### config.mk
export PLATFORM = sky130hd
export DESIGN_NAME = gpio_irq_ctrl
export DESIGN_NICKNAME = d
export VERILOG_FILES = /design/src/rtl/gpio_irq_pkg.sv /design/src/rtl/gpio_in_sync.sv /design/src/rtl/gpio_evt_detect.sv /design/src/rtl/gpio_irq_status.sv /design/src/rtl/gpio_regfile.sv /design/src/rtl/gpio_irq_ctrl.sv
export SDC_FILE = /design/constraint.sdc
export NUM_CORES = 1
export LEC_CHECK = 0
export BUFFER_PORTS_ARGS = -buffer_cell sky130_fd_sc_hd__buf_2
export CORE_UTILIZATION = 55
export CTS_CLUSTER_SIZE = 12
export DETAILED_ROUTE_END_ITERATION = 12
export GPL_TIMING_DRIVEN = 0
export PLACE_DENSITY = 0.89
export SETUP_SLACK_MARGIN = 0.02
export SLEW_MARGIN = 25
export SYNTH_ARGS = -nofsm -noshare
export SYNTH_HDL_FRONTEND = slang
export SYNTH_SLANG_ARGS = --single-unit
### constraint.sdc
create_clock -name clk -period 7.4 [get_ports clk]
set_clock_uncertainty 0.2 [all_clocks]
set_input_delay 1.48 -clock clk [delete_from_list [all_inputs] [get_ports clk]]
set_output_delay 1.48 -clock clk [all_outputs]
set_load 0.02 [all_outputs]
### src/rtl/gpio_irq_pkg.sv
package gpio_irq_pkg;

  localparam int unsigned STYLE_W = 3;

  typedef logic [STYLE_W-1:0] style_t;

  // trigger codes
  localparam style_t STY_LVL_HI = 3'd0;
  localparam style_t STY_LVL_LO = 3'd1;
  localparam style_t STY_RISE   = 3'd2;
  localparam style_t STY_FALL   = 3'd3;
  localparam style_t STY_ANY    = 3'd4;

  // word indices (byte offset / 4)
  localparam int unsigned WIDX_DOUT = 0;
  localparam int unsigned WIDX_DIR  = 1;
  localparam int unsigned WIDX_DIN  = 2;
  localparam int unsigned WIDX_STAT = 3;
  localparam int unsigned WIDX_STLO = 4;
  localparam int unsigned WIDX_STHI = 5;
  localparam int unsigned WIDX_CLKC = 6;
  localparam int unsigned WIDX_DBNC = 7;
  localparam int unsigned NUM_WORDS = 8;

  function automatic logic style_hit(input style_t sty, input logic cur, input logic prev);
    case (sty)
      STY_LVL_HI: return cur;
      STY_LVL_LO: return !cur;
      STY_RISE:   return cur & !prev;
      STY_FALL:   return !cur & prev;
      STY_ANY:    return cur ^ prev;
      default:    return 1'b0;
    endcase
  endfunction

endpackage

### src/rtl/gpio_in_sync.sv
module gpio_in_sync #(
  parameter int unsigned N = 16
) (
  input  logic         clk,
  input  logic         rst_n,
  input  logic [N-1:0] pin_in,
  output logic [N-1:0] sync_q,
  output logic [N-1:0] sync_prev
);

  logic [N-1:0] meta_q, meta_d;
  logic [N-1:0] sync_d, prev_d;
  logic [N-1:0] sync_r, prev_r;

  always_comb begin
    meta_d = pin_in;
    sync_d = meta_q;
    prev_d = sync_r;
  end

  always_ff @(posedge clk or negedge rst_n) begin
    if (!rst_n) begin
      meta_q <= '0;
      sync_r <= '0;
      prev_r <= '0;
    end else begin
      meta_q <= meta_d;
      sync_r <= sync_d;
      prev_r <= prev_d;
    end
  end

  assign sync_q    = sync_r;
  assign sync_prev = prev_r;

endmodule

### src/rtl/gpio_evt_detect.sv
module gpio_evt_detect
  import gpio_irq_pkg::*;
#(
  parameter int unsigned N = 16
) (
  input  logic                 clk,
  input  logic                 rst_n,
  input  logic [N*STYLE_W-1:0] style_flat,
  input  logic [N-1:0]         cur,
  input  logic [N-1:0]         prev,
  output logic [N-1:0]         evt
);

  for (genvar i = 0; i < N; i++) begin : g_line
    style_t sty;
    assign sty    = style_flat[i*STYLE_W +: STYLE_W];
    assign evt[i] = style_hit(sty, cur[i], prev[i]);

    // codes beyond the defined set stay silent
    a_r7_disabled_silent: assert property (@(posedge clk) disable iff (!rst_n)
      (sty > STY_ANY) |-> !evt[i]);

    // an edge style only fires when the sampled level moved
    a_r6_edge_needs_change: assert property (@(posedge clk) disable iff (!rst_n)
      ((sty >= STY_RISE) && (sty <= STY_ANY) && evt[i]) |-> (cur[i] != prev[i]));
  end

endmodule

### src/rtl/gpio_irq_status.sv
module gpio_irq_status #(
  parameter int unsigned N = 16
) (
  input  logic         clk,
  input  logic         rst_n,
  input  logic [N-1:0] evt,
  input  logic         clr_we,
  input  logic [N-1:0] clr_mask,
  output logic [N-1:0] status
);

  logic [N-1:0] stat_q, stat_d, clr_eff;

  always_comb begin
    clr_eff = clr_we ? clr_mask : '0;
    stat_d  = (stat_q & ~clr_eff) | evt;
  end

  always_ff @(posedge clk or negedge rst_n) begin
    if (!rst_n) stat_q <= '0;
    else        stat_q <= stat_d;
  end

  assign status = stat_q;

  // every detected event is latched, even against a clear
  a_r10_event_wins: assert property (@(posedge clk) disable iff (!rst_n)
    (|evt) |=> ((stat_q & $past(evt)) == $past(evt)));

  // a written one without a competing event clears the bit
  a_r8_clear_takes: assert property (@(posedge clk) disable iff (!rst_n)
    clr_we |=> ((stat_q & $past(clr_mask & ~evt)) == '0));

  // no bit becomes set without an event
  a_r8_no_spurious_set: assert property (@(posedge clk) disable iff (!rst_n)
    1'b1 |=> ((stat_q & ~$past(stat_q) & ~$past(evt)) == '0));

endmodule

### src/rtl/gpio_regfile.sv
module gpio_regfile
  import gpio_irq_pkg::*;
#(
  parameter int unsigned N              = 16,
  parameter int unsigned DATA_W         = 32,
  parameter int unsigned ADDR_W         = 8,
  parameter int unsigned LINES_PER_BANK = 8
) (
  input  logic                 clk,
  input  logic                 rst_n,
  input  logic                 reg_we,
  input  logic [ADDR_W-1:0]    reg_addr,
  input  logic [DATA_W-1:0]    reg_wdata,
  output logic [DATA_W-1:0]    reg_rdata,
  input  logic [N-1:0]         sync_in,
  input  logic [N-1:0]         status,
  output logic [N-1:0]         dout,
  output logic [N-1:0]         dir,
  output logic [N*STYLE_W-1:0] style_flat,
  output logic [DATA_W-1:0]    clkc,
  output logic [DATA_W-1:0]    dbnc,
  output logic                 clr_we,
  output logic [N-1:0]         clr_mask
);

  localparam int unsigned BANK_W = LINES_PER_BANK * STYLE_W;
  localparam int unsigned IDX_W  = ADDR_W - 2;
  localparam int unsigned FLAT_W = N * STYLE_W;

  logic [IDX_W-1:0]  idx;
  logic              hit;
  logic [N-1:0]      dout_q, dout_d, dir_q, dir_d;
  logic [BANK_W-1:0] stlo_q, stlo_d, sthi_q, sthi_d;
  logic [DATA_W-1:0] clkc_q, clkc_d, dbnc_q, dbnc_d;
  logic [2*BANK_W-1:0] sty_all;

  assign idx = reg_addr[ADDR_W-1:2];
  assign hit = (reg_addr[1:0] == 2'b00) && (idx < IDX_W'(NUM_WORDS));

  // next state
  always_comb begin
    dout_d = dout_q;
    dir_d  = dir_q;
    stlo_d = stlo_q;
    sthi_d = sthi_q;
    clkc_d = clkc_q;
    dbnc_d = dbnc_q;
    if (reg_we && hit) begin
      case (idx)
        IDX_W'(WIDX_DOUT): dout_d = reg_wdata[N-1:0];
        IDX_W'(WIDX_DIR):  dir_d  = reg_wdata[N-1:0];
        IDX_W'(WIDX_STLO): stlo_d = reg_wdata[BANK_W-1:0];
        IDX_W'(WIDX_STHI): sthi_d = reg_wdata[BANK_W-1:0];
        IDX_W'(WIDX_CLKC): clkc_d = reg_wdata;
        IDX_W'(WIDX_DBNC): dbnc_d = reg_wdata;
        default: ;
      endcase
    end
  end

  // registers
  always_ff @(posedge clk or negedge rst_n) begin
    if (!rst_n) begin
      dout_q <= '0;
      dir_q  <= '1;
      stlo_q <= '0;
      sthi_q <= '0;
      clkc_q <= '0;
      dbnc_q <= '0;
    end else begin
      dout_q <= dout_d;
      dir_q  <= dir_d;
      stlo_q <= stlo_d;
      sthi_q <= sthi_d;
      clkc_q <= clkc_d;
      dbnc_q <= dbnc_d;
    end
  end

  // read mux
  always_comb begin
    reg_rdata = '0;
    if (hit) begin
      case (idx)
        IDX_W'(WIDX_DOUT): reg_rdata = DATA_W'(dout_q);
        IDX_W'(WIDX_DIR):  reg_rdata = DATA_W'(dir_q);
        IDX_W'(WIDX_DIN):  reg_rdata = DATA_W'(sync_in);
        IDX_W'(WIDX_STAT): reg_rdata = DATA_W'(status);
        IDX_W'(WIDX_STLO): reg_rdata = DATA_W'(stlo_q);
        IDX_W'(WIDX_STHI): reg_rdata = DATA_W'(sthi_q);
        IDX_W'(WIDX_CLKC): reg_rdata = clkc_q;
        IDX_W'(WIDX_DBNC): reg_rdata = dbnc_q;
        default:           reg_rdata = '0;
      endcase
    end
  end

  assign sty_all    = {sthi_q, stlo_q};
  assign style_flat = sty_all[FLAT_W-1:0];
  assign dout       = dout_q;
  assign dir        = dir_q;
  assign clkc       = clkc_q;
  assign dbnc       = dbnc_q;
  assign clr_we     = reg_we && hit && (idx == IDX_W'(WIDX_STAT));
  assign clr_mask   = reg_wdata[N-1:0];

  // stored words only move on a decoded write
  a_r12_cfg_hold: assert property (@(posedge clk) disable iff (!rst_n)
    !(reg_we && hit) |=> ($stable(clkc_q) && $stable(dbnc_q) && $stable(dout_q) && $stable(dir_q)));

  // a write to the input word leaves every stored word alone
  a_r3_din_no_store: assert property (@(posedge clk) disable iff (!rst_n)
    (reg_we && hit && idx == IDX_W'(WIDX_DIN)) |=> ($stable(stlo_q) && $stable(sthi_q) && $stable(dir_q)));

endmodule

### src/rtl/gpio_irq_ctrl.sv
module gpio_irq_ctrl
  import gpio_irq_pkg::*;
#(
  parameter int unsigned N              = 16,
  parameter int unsigned DATA_W         = 32,
  parameter int unsigned ADDR_W         = 8,
  parameter int unsigned LINES_PER_BANK = 8
) (
  input  logic              clk,
  input  logic              rst_n,
  input  logic              reg_we,
  input  logic [ADDR_W-1:0] reg_addr,
  input  logic [DATA_W-1:0] reg_wdata,
  output logic [DATA_W-1:0] reg_rdata,
  input  logic [N-1:0]      pin_in,
  output logic [N-1:0]      pin_out,
  output logic [N-1:0]      pin_drive_en,
  output logic [N-1:0]      irq_out,
  output logic [DATA_W-1:0] clk_cfg,
  output logic [DATA_W-1:0] dbnc_cfg
);

  logic rs_meta_q, rs_done_q, rst_i_n;
  logic [N-1:0] sync_cur, sync_prev, evt, status, dout, dir, clr_mask;
  logic [N*STYLE_W-1:0] style_flat;
  logic clr_we;

  // reset: asserted asynchronously, released after two edges
  always_ff @(posedge clk or negedge rst_n) begin
    if (!rst_n) begin
      rs_meta_q <= 1'b0;
      rs_done_q <= 1'b0;
    end else begin
      rs_meta_q <= 1'b1;
      rs_done_q <= rs_meta_q;
    end
  end
  assign rst_i_n = rs_done_q;

  gpio_in_sync #(.N(N)) u_sync (
    .clk       (clk),
    .rst_n     (rst_i_n),
    .pin_in    (pin_in),
    .sync_q    (sync_cur),
    .sync_prev (sync_prev)
  );

  gpio_evt_detect #(.N(N)) u_evt (
    .clk        (clk),
    .rst_n      (rst_i_n),
    .style_flat (style_flat),
    .cur        (sync_cur),
    .prev       (sync_prev),
    .evt        (evt)
  );

  gpio_irq_status #(.N(N)) u_stat (
    .clk      (clk),
    .rst_n    (rst_i_n),
    .evt      (evt),
    .clr_we   (clr_we),
    .clr_mask (clr_mask),
    .status   (status)
  );

  gpio_regfile #(
    .N              (N),
    .DATA_W         (DATA_W),
    .ADDR_W         (ADDR_W),
    .LINES_PER_BANK (LINES_PER_BANK)
  ) u_regs (
    .clk        (clk),
    .rst_n      (rst_i_n),
    .reg_we     (reg_we),
    .reg_addr   (reg_addr),
    .reg_wdata  (reg_wdata),
    .reg_rdata  (reg_rdata),
    .sync_in    (sync_cur),
    .status     (status),
    .dout       (dout),
    .dir        (dir),
    .style_flat (style_flat),
    .clkc       (clk_cfg),
    .dbnc       (dbnc_cfg),
    .clr_we     (clr_we),
    .clr_mask   (clr_mask)
  );

  assign pin_out      = dout;
  assign pin_drive_en = ~dir;
  assign irq_out      = status;

  // a raised request always has a pending status behind it
  a_r11_irq_tracks_status: assert property (@(posedge clk) disable iff (!rst_i_n)
    (|(evt & ~status)) |=> ((irq_out & $past(evt)) == $past(evt)));

endmodule

==> key figures, run 1 <==
Status
  • Outcome: complete, no violations

Synthesis
  • Synthesized instance count: 695
  • Count leader, synth: dfrtp_1
  • Post-synth cell types: 42
  • Synthesized flop and latch total: 210
  • Biggest area consumer among synthesized cells: dfrtp_1
  • Ys async rst share: 100%
  • Mapped Nets: 786
  • Number of synthesized flops with an enable pin: 0
  • YS warnings: 0
  • Cells taking the most area after synthesis: dfrtp_1, mux2_2, mux4_2
  • Most common library cells after synthesis: dfrtp_1, mux2_2, inv_1
  • Avg Cell Area, Syn: 14.3 µm²
  • Post-synth design cell area: 9950 µm²
  • Dominant synthesized flop cell: dfrtp_1
  • Post-synth top area share: 48.8%
  • Sequential share of the synthesized area: 53.0%

Timing
  • Max Clock Freq: 166 MHz
  • Final period util: 81.6%
  • WHS: 34.1 ps
  • Worst-Margin Slew: 955 ps
  • Final Max Tran Viols: 0
  • Endpoints failing setup: 0
  • Relative slew margins: 36.4%
  • Fin. Hold Viols: 0
  • RSZ-0062 raised after global routing: false
  • Crit path time final: 6040 ps

Global routing
  • First-pass GRT wire length: 39.3 mm
  • Vias in the first global route: 6,940
  • Tot GR Track Use: 28.4%
  • GRT overflow: 0
  • Largest net degree at the start of global routing: 53
  • Antenna violations before repair: 1

Clock tree
  • Sink Count: 210
  • Clock tree root buffer cell: clkbuf_16
  • Htree depth: 1
  • CTS tree: done
  • Total CTS buffers: 23
  • Postcts setup bufs: 0
  • Hold Buf Count CTS: 0
  • Clk_lat worst skew: 510 ps
  • Clock Path Buffers: 3
  • Clock slew at reported path FFs: 60 ps
  • Post-cts resize count: 0

Floorplanning
  • Initial Utilization: 56.9%
  • DIE WIDTH: 137 µm
  • Num rows: 48
  • Chip Height: 137 µm
  • Die area: 18,600 µm²
  • Io pins: 203
  • Core ar.: 17,500 µm²

Setup path
  • Slowest-stage cell, CP: clkbuf_1
  • WP data required: 5720 ps
  • Setup slack, reg-to-reg: 5320 ps
  • Max FO, Critical Path: 10
  • Critical Path, Cell by Cell: clkbuf_1, clkbuf_1, clkbuf_1, nand3_1, nor2_1, buf_2
  • Largest stage delay, worst path: 790 ps
  • Crit. End Element: primary output
  • CP delay by family, top: buffers and inverters
  • Crit path top cell by count: clkbuf_1
  • Critical Path AT: 4360 ps
  • WP buf/inv: 4
  • Setup CP Type: in -> out
  • R2R cell count: 5
  • Worst reg2reg path startpoint: u_sync.sync_q[7]$_DFF_PN0_
  • Worst Setup Start Kind: primary input
  • Reg2reg end: u_stat.status[7]$_DFF_PN0_

Layout
  • Fin area: 12,100 µm²
  • Layout cell share with drive strength beyond 1: 50.1%
  • Nets@finish: 1,015
  • Post-layout util: 69.0%
  • Layout overhead on the synthesized area: 21.1%

Drt
  • Vias per cell: 6.02
  • 1st-pass router iterations: 4
  • DR vias: 7,016
  • Antenna-violating nets left: 0
  • DRT Wirelength: 26.1 mm
  • Routed WL per cell: 22.4 µm
  • Number of violations reported at the end of detailed-routing iteration 0: 370
  • # DRC: 0

Hold path
  • Hold crit path type: reg -> async

Run
  • Max Cap Violations: 0

Power and ir drop
  • PnR Total Power: 0.00259 W
  • P_leak: 5.99 nW
  • Max VDD drop: 0.000195 V
  • Pwr dens: 215 nW/µm²

Placement
  • DP Area: 11,300 µm²
  • HPWL Detailed: 18.4 mm
  • Port buffer count: 200
  • Placer Congestion: 0.863
-- sequential cells by signal, indices dropped and copies added, names as in the netlist --
register / flops
u_regs.dir: 16
u_regs.dout: 16
rs_meta_q: 1
u_regs.clkc: 32
rs_done_q: 1
u_regs.stlo_q: 24
u_sync.meta_q: 16
u_sync.sync_q: 16
u_regs.sthi_q: 24
u_sync.sync_prev: 16
u_stat.status: 16
u_regs.dbnc: 32
-- report_power, final --
group          leakage [nW]  internal [W]  switching, W
Sequential             2.65       0.00120     0.0000540
Combinational          2.98      0.000115      0.000138
Clock                 0.351      0.000621      0.000454
Total                  5.99       0.00194      0.000645
-- cell type report --
type	count	area (µm²)
Sequential cell	210	5280
Tap cell	225	282
Clock buffer	34	667
Fill cell	1191	5430
Clock inverter	6	33.8
Buffer	31	143
Timing Repair Buffer	204	1100
Multi-Input combinational cell	401	4340
Antenna cell	1	2.50
Inverter	53	199
-- per-stage QoR --
stage / TNS, ps / instances / setup WS [ps]
after floorplan: 0 / 695 / 943
after global placement: -237610 / 1120 / -1250
after detailed placement: 0 / 1124 / 1470
after CTS: 0 / 1164 / 1480
after global routing: 0 / 1165 / 1260
final: 0 / 1165 / 1360
-- worst register-to-register path: cells and delay by family (launching register included) --
kind / cells / cell delay, ps
fa+ha+maj: 1 / 300
buf+inv: 1 / 80
simple gates: 1 / 660
flops: 1 / 440
compound gates: 2 / 330
-- cells by family (layout without fill, tap and decap cells) --
| family | count (synthesis) | after routing | synth area share (%) |
|---|---|---|---|
| flip-flops | 210 | 210 | 53.0 |
| multiplexers | 208 | 208 | 28.1 |
| AND/OR/NAND/NOR | 96 | 96 | 6.12 |
| buffers and inverters | 84 | 328 | 3.41 |
| AO/OA/AOI/OAI | 63 | 63 | 5.18 |
| adder cells (fa/ha/maj) | 32 | 32 | 4.02 |
| other | 1 | 2 | 0.0377 |
| XOR/XNOR | 1 | 1 | 0.0880 |
-- layer usage --
layer	GRT usage [%]	wire, µm	vias to the layer above
li1	-	-	3027
met1	37.7	10400	3610
met2	46.4	13000	306
met3	4.30	1620	73
met4	12.8	1070	0
met5	0	0	-
-- cells in the final DEF, fill, tap and decap left out, drive strengths merged, types with 2 or more instances in the layout --
| cell type | synthesis | final |
|---|---|---|
| nand3 | 5 | 5 |
| nand4 | 4 | 4 |
| buf | 15 | 218 |
| nor2 | 10 | 10 |
| nand2 | 14 | 14 |
| a221o | 14 | 14 |
| inv | 53 | 54 |
| and3 | 9 | 9 |
| nand2b | 14 | 14 |
| o311ai | 12 | 12 |
| dfrtp | 194 | 194 |
| ha | 32 | 32 |
| dfstp | 16 | 16 |
| mux4 | 40 | 40 |
| or3b | 3 | 3 |
| nor2b | 14 | 14 |
| a22o | 17 | 17 |
| nor4 | 3 | 3 |
| mux2 | 144 | 144 |
| o21ai | 15 | 15 |
| or4b | 12 | 12 |
| clkbuf | 16 | 51 |
| clkinv | 0 | 5 |
| mux2i | 24 | 24 |
| nor3 | 3 | 3 |
| or4 | 2 | 2 |
-- worst max path at each step --
stage | cells after the start | start | slack, ps | end
floorplan | 0 | rs_done_q$_DFF_PN0_ | 940 | u_regs.clkc[0]$_DFFE_PN0P_
global placement | 0 | rs_done_q$_DFF_PN0_ | -1250 | u_regs.clkc[1]$_DFFE_PN0P_
detailed placement | 6 | reg_addr[3] | 1470 | reg_rdata[25]
CTS | 6 | reg_addr[3] | 1480 | reg_rdata[25]
global route | 6 | reg_addr[3] | 1260 | reg_rdata[25]
finish | 6 | reg_addr[3] | 1360 | reg_rdata[25]
No activity file was read; power rests on OpenSTA's default activity.
==> inputs of run 2 (changes only) <==
--- a/config.mk
+++ b/config.mk
@@ -5,12 +5,13 @@
 export SDC_FILE = /design/constraint.sdc
 export NUM_CORES = 1
 export LEC_CHECK = 0
+export ABC_AREA = 1
 export BUFFER_PORTS_ARGS = -buffer_cell sky130_fd_sc_hd__buf_2
-export CORE_UTILIZATION = 55
+export CORE_UTILIZATION = 50
 export CTS_CLUSTER_SIZE = 12
 export DETAILED_ROUTE_END_ITERATION = 12
 export GPL_TIMING_DRIVEN = 0
-export PLACE_DENSITY = 0.89
+export PLACE_DENSITY = 0.86
 export SETUP_SLACK_MARGIN = 0.02
 export SLEW_MARGIN = 25
 export SYNTH_ARGS = -nofsm -noshare
==> constraint.sdc (replaced) <==
create_clock -name clk -period 5.45 [get_ports clk]
set_clock_uncertainty 0.2 [all_clocks]
set_input_delay 1.09 -clock clk [delete_from_list [all_inputs] [get_ports clk]]
set_output_delay 1.09 -clock clk [all_outputs]
set_load 0.02 [all_outputs]
==> run 2 against run 1 <==
Compared with the run above: via count increased by 44%; clock power increased by 49%; non-clock buffer count increased by 32; critical path depth increased by 3; count of clock-buffer cells in the layout increased by 1; first-iteration DRC count increased to 3.1 times the previous value; flip-flop and latch count unchanged; setup slack got worse by 330 ps; design area increased by 1.3%.
==> key figures, run 2 <==
Status
  • Outcome: complete, no violations

Setup path
  • Critical Path AT: 3120 ps (-1240 ps)
  • Worst setup startpoint: reg_addr[3]
  • End of the critical path: reg_rdata[15]
  • R2R cell count: 3 (-2)
  • Largest stage delay, worst path: 630 ps (-160 ps)
  • Worst Setup Start Kind: primary input
  • Crit. End Element: primary output
  • Max FO, Critical Path: 10 (unchanged)
  • Setup slack, reg-to-reg: 3630 ps (-1690 ps)
  • WP data required: 4160 ps (-1560 ps)
  • WP buf/inv: 4 (unchanged)
  • Setup CP Type: in -> out
  • Levels on crit path: 9 (+3)
  • Slowest-stage cell, CP: clkbuf_1
  • Reg2reg end: u_regs.dir[2]$_DFFE_PN1P_
  • CP delay by family, top: buffers and inverters
  • Critical Path, Cell by Cell: buf_2, nand2_1, inv_1, clkbuf_1, nand4_1, nand2_1, nor2_1, a21oi_1, buf_2
  • Worst reg2reg path startpoint: rs_done_q$_DFF_PN0_

Timing
  • Final Max Tran Viols: 0 (unchanged)
  • Max Clock Freq: 227 MHz
  • RSZ-0062 raised after global routing: false
  • Endpoints failing setup: 0 (unchanged)
  • Final period util: 81.0%
  • Final worst slack: 1040 ps (-328 ps)
  • Crit path time final: 4410 ps
  • Fin. Hold Viols: 0 (unchanged)
  • Worst-Margin Slew: 833 ps (-122 ps)
  • Relative slew margins: 44.5% (+8.1 points)
  • Post-route setup TNS: 0 ps (unchanged)

Synthesis
  • Most common library cells after synthesis: nand2_1, dfrtp_1, o21ai_1
  • Post-synth cell types: 24 (-43%)
  • Cells taking the most area after synthesis: dfrtp_1, nand2_1, o21ai_1
  • Synthesized instance count: 1,211 (+74%)
  • Number of synthesized flops with an enable pin: 0 (unchanged)
  • Avg Cell Area, Syn: 8.25 µm² (-42%)
  • Synthesized flop and latch total: 210 (unchanged)
  • Ys async rst share: 100% (unchanged)
  • Dominant synthesized flop cell: dfrtp_1
  • Biggest area consumer among synthesized cells: dfrtp_1
  • Mapped Nets: 1,302 (+66%)
  • Count leader, synth: nand2_1
  • Post-synth top area share: 48.6% (-0.20 points)
  • YS warnings: 0 (unchanged)
  • Sequential share of the synthesized area: 52.8% (-0.22 points)
  • Post-synth design cell area: 9990 µm² (+0.41%)

Power and ir drop
  • Switch Pwr: 0.000823 W (+28%)
  • Max VDD drop: 0.000234 V (+20%)
  • Int Pwr: 0.00259 W (+33%)
  • Pwr dens: 279 nW/µm² (+30%)
  • Switching share of power: 24.1% (-0.82 points)
  • Sequential fraction of design power: 47.5% (-1.2 points)
  • P_leak: 6.11 nW (+2.1%)
  • Clock share of power: 46.6% (+5.0 points)
  • Combinational share of power: 5.9% (-3.9 points)

Clock tree
  • Htree depth: 1 (unchanged)
  • Hold Buf Count CTS: 0 (unchanged)
  • Clock Path Buffers: 3 (unchanged)
  • Total CTS buffers: 24 (+4.3%)
  • Sink Count: 210 (unchanged)
  • Clock slew at reported path FFs: 50 ps (about the same)
  • Clk_lat worst skew: 530 ps (+20 ps)
  • Postcts setup bufs: 0 (unchanged)
  • Clock tree root buffer cell: clkbuf_16
  • Post-cts resize count: 0 (unchanged)
  • CTS tree: done

Global routing
  • GRT overflow: 0 (unchanged)
  • Antenna violations before repair: 0 (-1)
  • First-pass GRT wire length: 50.7 mm (+29%)
  • Largest net degree at the start of global routing: 54 (+1.9%)
  • Tot GR Track Use: 32.6% (+4.2 points)
  • Vias in the first global route: 9,330 (+34%)

Layout
  • Post-layout util: 62.5% (-6.4 points)
  • Nets@finish: 1,534 (+51%)
  • FILL cells: 1,620 (+36%)
  • Layout overhead on the synthesized area: 22.2%
  • Fin area: 12,200 µm² (+1.3%)
  • Reg area: 5280 µm² (unchanged)
  • Layout cell share with drive strength beyond 1: 21.1% (-29 points)
  • Footprint of the multi-input gates: 4010 µm² (-7.6%)
  • Most frequent cells in the layout: nand2_1, buf_2, dfrtp_1
  • Diodes inserted: 0 (-1)
  • Commonest non-fill, non-tap cell in the layout: nand2_1

Drt
  • Routed WL per cell: 19.2 µm (-14%)
  • Number of violations reported at the end of detailed-routing iteration 0: 1,151 (+210%)
  • DR vias: 10,100 (+44%)
  • # DRC: 0 (unchanged)
  • 1st-pass router iterations: 7 (+3)
  • DRT Wirelength: 33.2 mm (+27%)
  • Antenna-violating nets left: 0 (unchanged)
  • Vias per cell: 5.85 (-2.9%)

Floorplanning
  • Io pins: 203 (unchanged)
  • Die area: 20,600 µm² (+10%)
  • Num rows: 51 (+6.3%)
  • Core ar.: 19,500 µm² (+12%)
  • DIE WIDTH: 143 µm (+5.0%)
  • Initial Utilization: 51.2% (-5.8 points)
  • Chip Height: 143 µm (+5.0%)

Placement
  • HPWL Detailed: 23.5 mm (+28%)
  • Port buffer count: 202 (+1.0%)
  • DP Area: 11,400 µm² (+0.71%)
  • DP Worst Slack: 1280 ps (-189 ps)
  • Placer Congestion: 0.962 (+11%)

Run
  • Max Cap Violations: 0 (unchanged)

Hold path
  • Hold crit path type: in -> async
==> run 2: worst min path at each step <==
stage | endpoint | slack, ps | startpoint
3_5_place_dp | u_sync.sync_q[12]$_DFF_PN0_ | 130 | u_sync.meta_q[12]$_DFF_PN0_
5_1_grt | rs_done_q$_DFF_PN0_ | 150 | rst_n
2_1_floorplan | rs_done_q$_DFF_PN0_ | 130 | rs_meta_q$_DFF_PN0_
6_report | rs_done_q$_DFF_PN0_ | 150 | rst_n
3_3_place_gp | u_sync.sync_q[14]$_DFF_PN0_ | 130 | u_sync.meta_q[14]$_DFF_PN0_
4_1_cts | rs_done_q$_DFF_PN0_ | 140 | rst_n
==> run 2: power by group through the flow <==
| stage | clock (W) | combinational [W] | sequential (W) |
|---|---|---|---|
| 6_report | 0.00159 | 0.000203 | 0.00162 |
| 3_5_place_dp | 0 | 0.000196 | 0.00165 |
| 4_1_cts | 0.00158 | 0.000198 | 0.00162 |
| 3_3_place_gp | 0 | 0.000158 | 0.00167 |
| 5_1_grt | 0.00165 | 0.000223 | 0.00162 |
| 2_1_floorplan | 0 | 0.0000895 | 0.00166 |
==> run 2: cells by family after synthesis <==
kind of cell	Yosys count	share of synthesized area (%)
simple gates	561	24.2
compound gates	236	12.0
buf+inv	171	7.05
flops	210	52.8
fa+ha+maj	32	4.01
other cells	1	0.0375
==> run 2: final cells by class <==
type | instances | area share, %
clock buffer | 35 | 5.75
tap | 265 | 2.72
sequential | 210 | 43.2
multi-input combinational | 830 | 32.9
timing repair buffer | 206 | 9.00
inverter | 110 | 3.38
clock inverter | 8 | 0.656
buffer | 61 | 2.39
==> run 2: routing by layer <==
metal	up-vias	GRT usage [%]	wire, µm	part of all wire (%)
met3	141	8.10	4040	12
met2	767	51.6	15200	46
met4	0	15.5	1730	5.2
met5	-	0	0	0
met1	4731	42.1	12200	37
li1	4450	-	-	-
==> run 2: through the flow <==
| stage | cells | hold WS [ps] | total power [W] |
|---|---|---|---|
| floorplan | 1211 | 131 | 0.00175 |
| global placement | 1678 | 132 | 0.00183 |
| detailed placement | 1682 | 135 | 0.00184 |
| CTS | 1725 | 140 | 0.00340 |
| global route | 1725 | 147 | 0.00350 |
| finish | 1725 | 146 | 0.00341 |
==> inputs of run 3 (changes only) <==
--- a/config.mk
+++ b/config.mk
@@ -5,7 +5,7 @@
 export SDC_FILE = /design/constraint.sdc
 export NUM_CORES = 1
 export LEC_CHECK = 0
-export ABC_AREA = 1
+export ABC_AREA = 0
 export BUFFER_PORTS_ARGS = -buffer_cell sky130_fd_sc_hd__buf_2
 export CORE_UTILIZATION = 50
 export CTS_CLUSTER_SIZE = 12
==> constraint.sdc (replaced) <==
create_clock -name clk -period 3.6 [get_ports clk]
set_clock_uncertainty 0.2 [all_clocks]
set_input_delay 0.72 -clock clk [delete_from_list [all_inputs] [get_ports clk]]
set_output_delay 0.72 -clock clk [all_outputs]
set_load 0.02 [all_outputs]
==> run 3 against run 2 <==
Compared with the run above: sequential share of layout area up 0.13 points; combinational power rose to 2.6 times the previous value; flip-flop and latch count unchanged; clock power grew 40%; count of clock-buffer cells in the layout is the same; die area shrank 0.41%; design area fell by 0.30%; worst hold slack worse by 68 ps; global-route usage is 6.5 points lower; non-clock buffer count decreased by 30; routed wire length fell by 22%; critical path depth is 2 lower; largest cell class unchanged.
==> key figures, run 3 (synthesis gave the netlist of run 1 again) <==
Floorplanning
  • Initial Utilization: 51.1% (about the same)
  • Io pins: 203 (unchanged)
  • Chip Height: 143 µm (-0.21%)
  • Core ar.: 19,500 µm² (-0.33%)
  • Num rows: 51 (unchanged)
  • Die area: 20,500 µm² (-0.41%)
  • DIE WIDTH: 143 µm (-0.21%)

Setup path
  • Critical Path, Cell by Cell: buf_2, or4_1, buf_2, nor2_4, clkbuf_4, a22o_1, buf_2
  • Worst Setup Start Kind: primary input
  • Worst setup startpoint: reg_addr[1]
  • Max FO, Critical Path: 10 (unchanged)
  • Crit. End Element: primary output
  • Crit path top cell by count: buf_2
  • WP data required: 2680 ps (-1480 ps)
  • Largest stage delay, worst path: 570 ps (-60 ps)
  • Slowest-stage cell, CP: or4_1
  • Setup CP Type: in -> out
  • Worst reg2reg path startpoint: u_sync.sync_q[5]$_DFF_PN0_
  • Critical Path AT: 2590 ps (-530 ps)

Timing
  • Fin. Hold Viols: 0 (unchanged)
  • Relative slew margins: 35.7% (-8.8 points)
  • Worst-Margin Slew: 965 ps (+132 ps)
  • Final Max Tran Viols: 0 (unchanged)
  • RSZ-0062 raised after global routing: false
  • Max Clock Freq: 285 MHz
  • Post-route setup TNS: 0 ps (unchanged)
  • Endpoints failing setup: 0 (unchanged)
  • Final period util: 97.4%
  • Crit path time final: 3510 ps

Drt
  • # DRC: 0 (unchanged)
  • Vias per cell: 5.73 (-2.0%)
  • 1st-pass router iterations: 4 (-3)
  • DR vias: 6,906 (-32%)
  • DRT Wirelength: 26.0 mm (-22%)
  • Antenna-violating nets left: 0 (unchanged)
  • Number of violations reported at the end of detailed-routing iteration 0: 366 (-68%)
  • Routed WL per cell: 21.5 µm (+12%)

Layout
  • Diodes inserted: 0 (unchanged)
  • Layout cell share with drive strength beyond 1: 51.0% (+30 points)
  • Nets@finish: 1,017 (-34%)
  • Footprint of the multi-input gates: 4370 µm² (+8.8%)
  • FILL cells: 1,479 (-8.7%)
  • Reg area: 5280 µm² (unchanged)
  • Most frequent cells in the layout: buf_2, dfrtp_1, mux2_2
  • Fin area: 12,200 µm² (-0.30%)
  • Commonest non-fill, non-tap cell in the layout: buf_2
  • Layout overhead on the synthesized area: 22.3%
  • Post-layout util: 62.5% (about the same)

Run
  • Max Cap Violations: 0 (unchanged)

Global routing
  • GRT overflow: 0 (unchanged)
  • Largest net degree at the start of global routing: 55 (+1.9%)
  • Tot GR Track Use: 26.1% (-6.5 points)
  • Vias in the first global route: 6,905 (-26%)
  • Antenna violations before repair: 1 (+1)
  • First-pass GRT wire length: 40.0 mm (-21%)

Hold path
  • Hold crit path type: reg -> async

Clock tree
  • Clock tree root buffer cell: clkbuf_16
  • CTS tree: done
  • Clock slew at reported path FFs: 50 ps (about the same)
  • Total CTS buffers: 23 (-4.2%)
  • Clk_lat worst skew: 510 ps (-20 ps)
  • Htree depth: 1 (unchanged)
  • Sink Count: 210 (unchanged)
  • Clock Path Buffers: 3 (unchanged)

Power and ir drop
  • Max VDD drop: 0.000348 V (+49%)
  • Pwr dens: 438 nW/µm² (+57%)
  • PnR Total Power: 0.00533 W (+56%)
  • P_leak: 6.03 nW (-1.4%)

Placement
  • DP Area: 11,400 µm² (-0.31%)
  • Placer Congestion: 0.803 (-17%)
  • HPWL Detailed: 18.3 mm (-22%)
  • Port buffer count: 200 (-0.99%)

Status
  • Outcome: complete, no violations
run 3: changes by cell type in the layout (fill, tap and decap cells not counted), sizes merged, moves of 20 or more:
cell / before / now
nor2: 76 / 10
o21ai: 195 / 15
nand3: 100 / 5
mux2: 0 / 144
nand4: 50 / 4
nand2: 334 / 14
inv: 111 / 54
mux2i: 0 / 24
buf: 238 / 218
a21oi: 41 / 0
mux4: 0 / 40
run 3: path summary, 6_finish.rpt:
| kind | end | slack, ps | depth (start not counted) |
|---|---|---|---|
| hold reg to reg | u_regs.dout[13]$_DFFE_PN0P_ | 80 | 0 |
| setup reg to reg | u_stat.status[5]$_DFF_PN0_ | 1520 | 5 |
| min in group clk | u_sync.meta_q[15]$_DFF_PN0_ | 110 | 1 |
| hold / removal | u_regs.dout[13]$_DFFE_PN0P_ | 80 | 0 |
| max in group asynchronous | u_regs.dir[0]$_DFFE_PN1P_ | 2190 | 2 |
| setup / recovery | reg_rdata[15] | 90 | 7 |
run 3: routing by layer:
metal | routed length, µm | track usage [%]
met2 | 12800 | 43.0
met3 | 1460 | 4.39
met4 | 764 | 7.75
met5 | 11 | 0
met1 | 10900 | 35.6
run 3: power by group:
| part | internal [W] | switching (W) |
|---|---|---|
| clock | 0.00131 | 0.000915 |
| combinational | 0.000240 | 0.000280 |
| sequential | 0.00247 | 0.000112 |
| total | 0.00402 | 0.00131 |
run 3: final cells by class:
type,count,share of cell area (%)
plain buffers,31,1.46
multi-input cells,401,35.9
repair buffers,206,9.21
clock inverters,4,0.401
well taps,265,2.72
inverters,53,1.63
clock buffers,35,5.34
flip-flops and latches,210,43.4
run 3: timing repair:
action | 4_1_cts | 5_1_grt
setup endpoints to repair | 30 | 29
gates cloned | 0 | 0
hold endpoints to repair | 2 | 0
resized for setup | 25 | 4
pin swaps | 1 | 0
hold buffers | 1 | 0
setup buffers | 1 | 0
run 3: worst max-delay path: cells and delay by family:
family	cells	cell delay (ps)
buffers and inverters	4	840
and+or+nand+nor	2	820
AOI/OAI and AO/OA	1	210
run 3: through the flow:
stage	worst slack (ps)	cells	hold slack (ps)
3_3_place_gp	-772	1160	133
5_1_grt	66.7	1205	96.7
6_report	94.8	1205	77.3
4_1_cts	25.4	1205	89.1
2_1_floorplan	283	695	131
3_5_place_dp	-766	1164	79.4
